[config.mk]
export PLATFORM = sky130hd
export DESIGN_NAME = rangeCsDecoder
export DESIGN_NICKNAME = d
export VERILOG_FILES = /design/src/rtl/decPkg.sv /design/src/rtl/decCtrl.sv /design/src/rtl/decDatapath.sv /design/src/rtl/rangeCsDecoder.sv
export SDC_FILE = /design/constraint.sdc
export NUM_CORES = 1
export LEC_CHECK = 0
export ABC_AREA = 1
export CORE_MARGIN = 2
export CORE_UTILIZATION = 40
export DETAILED_ROUTE_END_ITERATION = 12
export DONT_BUFFER_PORTS = 1
export SLEW_MARGIN = 20
export SYNTH_ARGS = -nofsm -noshare
export SYNTH_HDL_FRONTEND = slang
export SYNTH_SLANG_ARGS = --single-unit
export TNS_END_PERCENT = 50
[constraint.sdc]
create_clock -name clk -period 1.5 [get_ports clk]
set_input_delay 0.15 -clock clk [delete_from_list [all_inputs] [get_ports clk]]
set_output_delay 0.15 -clock clk [all_outputs]
set_load 0.005 [all_outputs]
[src/rtl/decPkg.sv]
package decPkg;

  // Strobes that the control half hands to the datapath each cycle.
  typedef struct packed {
    logic anyEn;  // access sampled this cycle
    logic rdEn;   // sampled access is a read
    logic wrEn;   // sampled access is a write
  } decStrobes_t;

endpackage

[src/rtl/decCtrl.sv]
module decCtrl
  import decPkg::*;
(
  input  logic        clk,
  input  logic        rst,
  input  logic        busValid,
  input  logic        busRnw,
  input  logic        anyHit,
  output decStrobes_t strobes,
  output logic        unmapped
);

  always_comb begin
    strobes.anyEn = busValid;
    strobes.rdEn  = busValid & busRnw;
    strobes.wrEn  = busValid & ~busRnw;
  end

  // One pulse per sampled access that misses every window.
  always_ff @(posedge clk) begin
    if (rst) unmapped <= 1'b0;
    else     unmapped <= busValid & ~anyHit;
  end

endmodule

[src/rtl/decDatapath.sv]
module decDatapath
  import decPkg::*;
#(
  parameter int ADDR_W  = 32,
  parameter int NUM_WIN = 2,
  parameter int NUM_CE  = 12,
  parameter logic [NUM_WIN-1:0][ADDR_W-1:0] WIN_BASE   = '0,
  parameter logic [NUM_WIN-1:0][ADDR_W-1:0] WIN_HIGH   = '0,
  parameter logic [NUM_WIN-1:0][7:0]        WIN_CE_CNT = '0
) (
  input  logic               clk,
  input  logic               rst,
  input  logic [ADDR_W-1:0]  addr,
  input  decStrobes_t        strobes,
  output logic               anyHit,
  output logic [NUM_WIN-1:0] chipSel,
  output logic [NUM_CE-1:0]  rdCe,
  output logic [NUM_CE-1:0]  wrCe
);

  // First enable index owned by window w.
  function automatic int ceOffset(input int w);
    int s;
    s = 0;
    for (int i = 0; i < w; i++) s += int'(WIN_CE_CNT[i]);
    return s;
  endfunction

  logic [NUM_WIN-1:0] winHit;
  logic [NUM_CE-1:0]  ceHit;

  for (genvar w = 0; w < NUM_WIN; w++) begin : g_win
    localparam logic [ADDR_W:0] SIZE =
      {1'b0, WIN_HIGH[w]} - {1'b0, WIN_BASE[w]} + 1'b1;
    localparam int CNT      = int'(WIN_CE_CNT[w]);
    localparam int SLICE_SH = $clog2(SIZE) - $clog2(CNT);
    localparam int OFF      = ceOffset(w);

    // Elaboration-time limits on the window table.
    if ((SIZE & (SIZE - 1'b1)) != '0) begin : g_badSize
      $error("window %0d size is not a power of two", w);
    end
    if (({1'b0, WIN_BASE[w]} & (SIZE - 1'b1)) != '0) begin : g_badAlign
      $error("window %0d base is not aligned to its size", w);
    end
    if (CNT < 1 || (CNT & (CNT - 1)) != 0 || CNT > SIZE) begin : g_badCnt
      $error("window %0d enable count is invalid", w);
    end
    for (genvar v = w + 1; v < NUM_WIN; v++) begin : g_ovl
      if (!(WIN_HIGH[w] < WIN_BASE[v] || WIN_HIGH[v] < WIN_BASE[w])) begin : g_bad
        $error("windows %0d and %0d overlap", w, v);
      end
    end

    logic [ADDR_W-1:0] winOfs;
    logic [ADDR_W-1:0] sliceIdx;

    always_comb begin
      winHit[w] = (addr >= WIN_BASE[w]) && (addr <= WIN_HIGH[w]);
      winOfs    = addr - WIN_BASE[w];
      sliceIdx  = winOfs >> SLICE_SH;
    end

    for (genvar k = 0; k < CNT; k++) begin : g_slice
      assign ceHit[OFF + k] = winHit[w] && (sliceIdx == ADDR_W'(k));
    end
  end

  assign anyHit = |winHit;

  always_ff @(posedge clk) begin
    if (rst) begin
      chipSel <= '0;
      rdCe    <= '0;
      wrCe    <= '0;
    end else begin
      chipSel <= strobes.anyEn ? winHit : '0;
      rdCe    <= strobes.rdEn  ? ceHit  : '0;
      wrCe    <= strobes.wrEn  ? ceHit  : '0;
    end
  end

endmodule

[src/rtl/rangeCsDecoder.sv]
module rangeCsDecoder
  import decPkg::*;
#(
  parameter int ADDR_W  = 32,
  parameter int NUM_WIN = 2,
  parameter int NUM_CE  = 12,
  parameter logic [NUM_WIN-1:0][ADDR_W-1:0] WIN_BASE =
    {32'h0000_2000, 32'h0000_1000},
  parameter logic [NUM_WIN-1:0][ADDR_W-1:0] WIN_HIGH =
    {32'h0000_200F, 32'h0000_107F},
  parameter logic [NUM_WIN-1:0][7:0] WIN_CE_CNT = {8'd4, 8'd8}
) (
  input  logic               clk,
  input  logic               rst,
  input  logic [ADDR_W-1:0]  busAddr,
  input  logic               busValid,
  input  logic               busRnw,
  output logic [NUM_WIN-1:0] chipSel,
  output logic [NUM_CE-1:0]  rdCe,
  output logic [NUM_CE-1:0]  wrCe,
  output logic               unmapped
);

  function automatic int ceTotal();
    int s;
    s = 0;
    for (int i = 0; i < NUM_WIN; i++) s += int'(WIN_CE_CNT[i]);
    return s;
  endfunction

  localparam int CE_SUM = ceTotal();

  if (CE_SUM != NUM_CE) begin : g_badTotal
    $error("NUM_CE does not match the sum of window enable counts");
  end

  decStrobes_t strobes;
  logic        anyHit;

  decCtrl u_ctrl (
    .clk      (clk),
    .rst      (rst),
    .busValid (busValid),
    .busRnw   (busRnw),
    .anyHit   (anyHit),
    .strobes  (strobes),
    .unmapped (unmapped)
  );

  decDatapath #(
    .ADDR_W     (ADDR_W),
    .NUM_WIN    (NUM_WIN),
    .NUM_CE     (NUM_CE),
    .WIN_BASE   (WIN_BASE),
    .WIN_HIGH   (WIN_HIGH),
    .WIN_CE_CNT (WIN_CE_CNT)
  ) u_dp (
    .clk     (clk),
    .rst     (rst),
    .addr    (busAddr),
    .strobes (strobes),
    .anyHit  (anyHit),
    .chipSel (chipSel),
    .rdCe    (rdCe),
    .wrCe    (wrCe)
  );

endmodule

==> reports/qor.yml <==
outcome:
  status: "completed"
critical_path:
  end_kind: "flop"
  path_cells: "inv_1, ha_1, inv_1, nor2_1, o21ai_0, nor2_1, nand2_1, nor2_1, nand3_1, nor2_1"
  critPathSlowestCell: "ha_1"
  worstPathRequired_ns: 1.74
  cp_max_fo: 3
  slowest_delay_ns: 0.27
  startpoint_type: "input pin"
  crit_arrival_ns: 1.20
  crit_type: "in2reg"
  critPathMostFrequentCell: "nor2_1"
  critical_path_buf_inv_count: 2
  cp_top_family: "simple AND/OR/NAND/NOR gates"
sta:
  period_share: 0.640
  finalMaxSlewViolations: 0
  hold_ws_ns: 0.0419
  worst_slew_pin_slew_ns: 0.410
  max_freq_ghz: 1.04
  fin_setup_tns_ns: 0
  maxSlewHeadroom: 0.726
  min_period_ns: 0.960
  timing_hold_violations_final: 0
  rsz0062_at_grt: "no"
  setup_violations: 0
finish:
  area_growth_pct: 5.93
  post-route-util: 0.437
  multiInputGateArea_um2: 498
  fin_nets: 196
  ff_latch_area_um2: 541
  n_antenna_cell: 0
  layout.cells.non_filler: 189
  drive_gt1_frac: 0.120
  postLayoutCellArea_um2: 1180
  n_fill_cell: 286
synthesis:
  synth_most_common_cell: "nor2_1"
  syn_area_per_cell_um2: 7.22
  synth_area_um2: 1120
  synth_top_cell_by_area: "dfxtp_1"
  synth_flop_cell: "dfxtp_1"
  synth-seq-cells: 27
  synth_commonest_cells: "nor2_1, dfxtp_1, nand2_1"
  ys_types: 21
  synth_fp_nets: 192
  synth_edf_count: 0
  netlist.area_leader.share: 0.483
  ys.warnings.count: 0
  synth.area.top_cells: "dfxtp_1, nor2_1, nand2_1"
  ys_async_sr_fraction: 0
  syn_inst: 155
  synth.yosys.seq_area_share: 0.483
die:
  placementRows: 19
  core_um2: 2710
  start_util: 0.413
  die_x_um: 56.9
  die_area_um2: 3240
  die_height_um: 56.9
  pin_count: 63
route:
  routed_wirelength_um: 2150
  num_vias: 915
  via_per_inst: 4.84
  wl_per_cell_um: 11.4
  final_antenna_net_count: 0
  drtIter0Drc: 20
  first_pass_iters: 4
  drc: 0
place:
  placed_area_um2: 1150
  portBuffers: 0
  place_hpwl_um: 1780
  globalplace.congestion: 0.765
  dp_cells: 184
grt:
  grt_max_degree: 15
  grt_pass1_vias: 801
  grt_usage: 0.138
  antenna_found_initial: 0
  grt_pass1_wl_um: 3490
  gr-total-overflow: 0
clock_network:
  cts_buffers: 3
  cts_root_buf: "clkbuf_4"
  clock_sinks: 27
  path_clk_slew_ns: 0.12
  cts_tree: "done"
  cts_buffer_depth: 2
  htree_levels: 1
worst_hold_path:
  hold_class: "in2reg"
pwr:
  vdd_drop_max_mv: 0.583
  leakagePower_nw: 0.507
  p_per_area_nw_per_um2: 910
flow_run:
  maxCapViolations: 0
-- sequential cells by signal (all words and copies together), names as in the netlist --
register,cells
u_dp.rdCe,12
u_dp.wrCe,12
u_dp.chipSel,2
u_ctrl.unmapped,1
-- final timing paths --
path                   startpoint           end  cells after the start
worst max-delay path  busAddr[13]  u_dp.rdCe[8]                     10
worst min-delay path   busAddr[3]  u_dp.wrCe[9]                      3
-- layout by cell type (no fill, tap or decap) --
cell type / Yosys / final
and2_1: 1 / 1
clkbuf_1: 1 / 1
clkbuf_4: 0 / 3
dfxtp_1: 27 / 27
dlygate4sd3_1: 0 / 1
ha_1: 1 / 1
inv_1: 15 / 15
inv_2: 4 / 4
nand2_1: 24 / 24
nand2_2: 4 / 4
nand2_4: 1 / 1
nand3_1: 6 / 6
nand3_2: 1 / 1
nand4_1: 6 / 6
nor2_1: 51 / 51
nor2_2: 3 / 3
nor2_4: 1 / 1
nor3_1: 4 / 4
nor3_4: 1 / 1
nor4_1: 1 / 1
o21ai_0: 1 / 1
or2_2: 1 / 1
-- metrics by stage --
| step | worst slack (ns) | total power, W |
|---|---|---|
| final | 0.540 | 0.00108 |
| after global routing | 0.351 | 0.00113 |
| after CTS | 0.534 | 0.00109 |
| after detailed placement | 0.213 | 0.000806 |
| after global placement | 0.274 | 0.000803 |
| after floorplan | 0.361 | 0.000795 |
-- cells by family (layout without fill, tap and decap cells) --
family / after synthesis / after routing / synth area share
adder cells (fa/ha/maj): 1 / 1 / 0.0112
AND/OR/NAND/NOR: 105 / 105 / 0.430
flip-flops: 27 / 27 / 0.483
AO/OA/AOI/OAI: 1 / 1 / 0.00447
buffers and inverters: 21 / 24 / 0.0716
-- final cells by class --
| cell class | instances | share of cell area |
|---|---|---|
| flip-flops and latches | 27 | 0.456 |
| multi-input cells | 107 | 0.420 |
| inverters | 19 | 0.0602 |
| well taps | 31 | 0.0327 |
| clock buffers | 4 | 0.0222 |
| repair buffers | 1 | 0.00845 |
-- routing by layer --
layer	share of wire	vias up	wire length, µm	track usage
met5	0	-	0	0
met4	0.0088	0	19	0.0598
met3	0.074	2	160	0.0276
met2	0.44	40	948	0.210
met1	0.48	390	1030	0.189
li1	-	483	-	-
-- power by group --
part,switching (W),internal (W),total [W]
combinational,0.0000471,0.0000245,0.0000717
sequential,0.000000681,0.000718,0.000719
clock,0.000184,0.000104,0.000287
total,0.000231,0.000847,0.00108
-- what timing repair did --
action | CTS | global route
setup endpoints to repair | 0 | 0
setup buffers | 0 | 0
hold endpoints to repair | 2 | 0
resized for setup | 0 | 0
hold buffers | 1 | 0
Note: power is estimated with default switching activity, not from simulation.
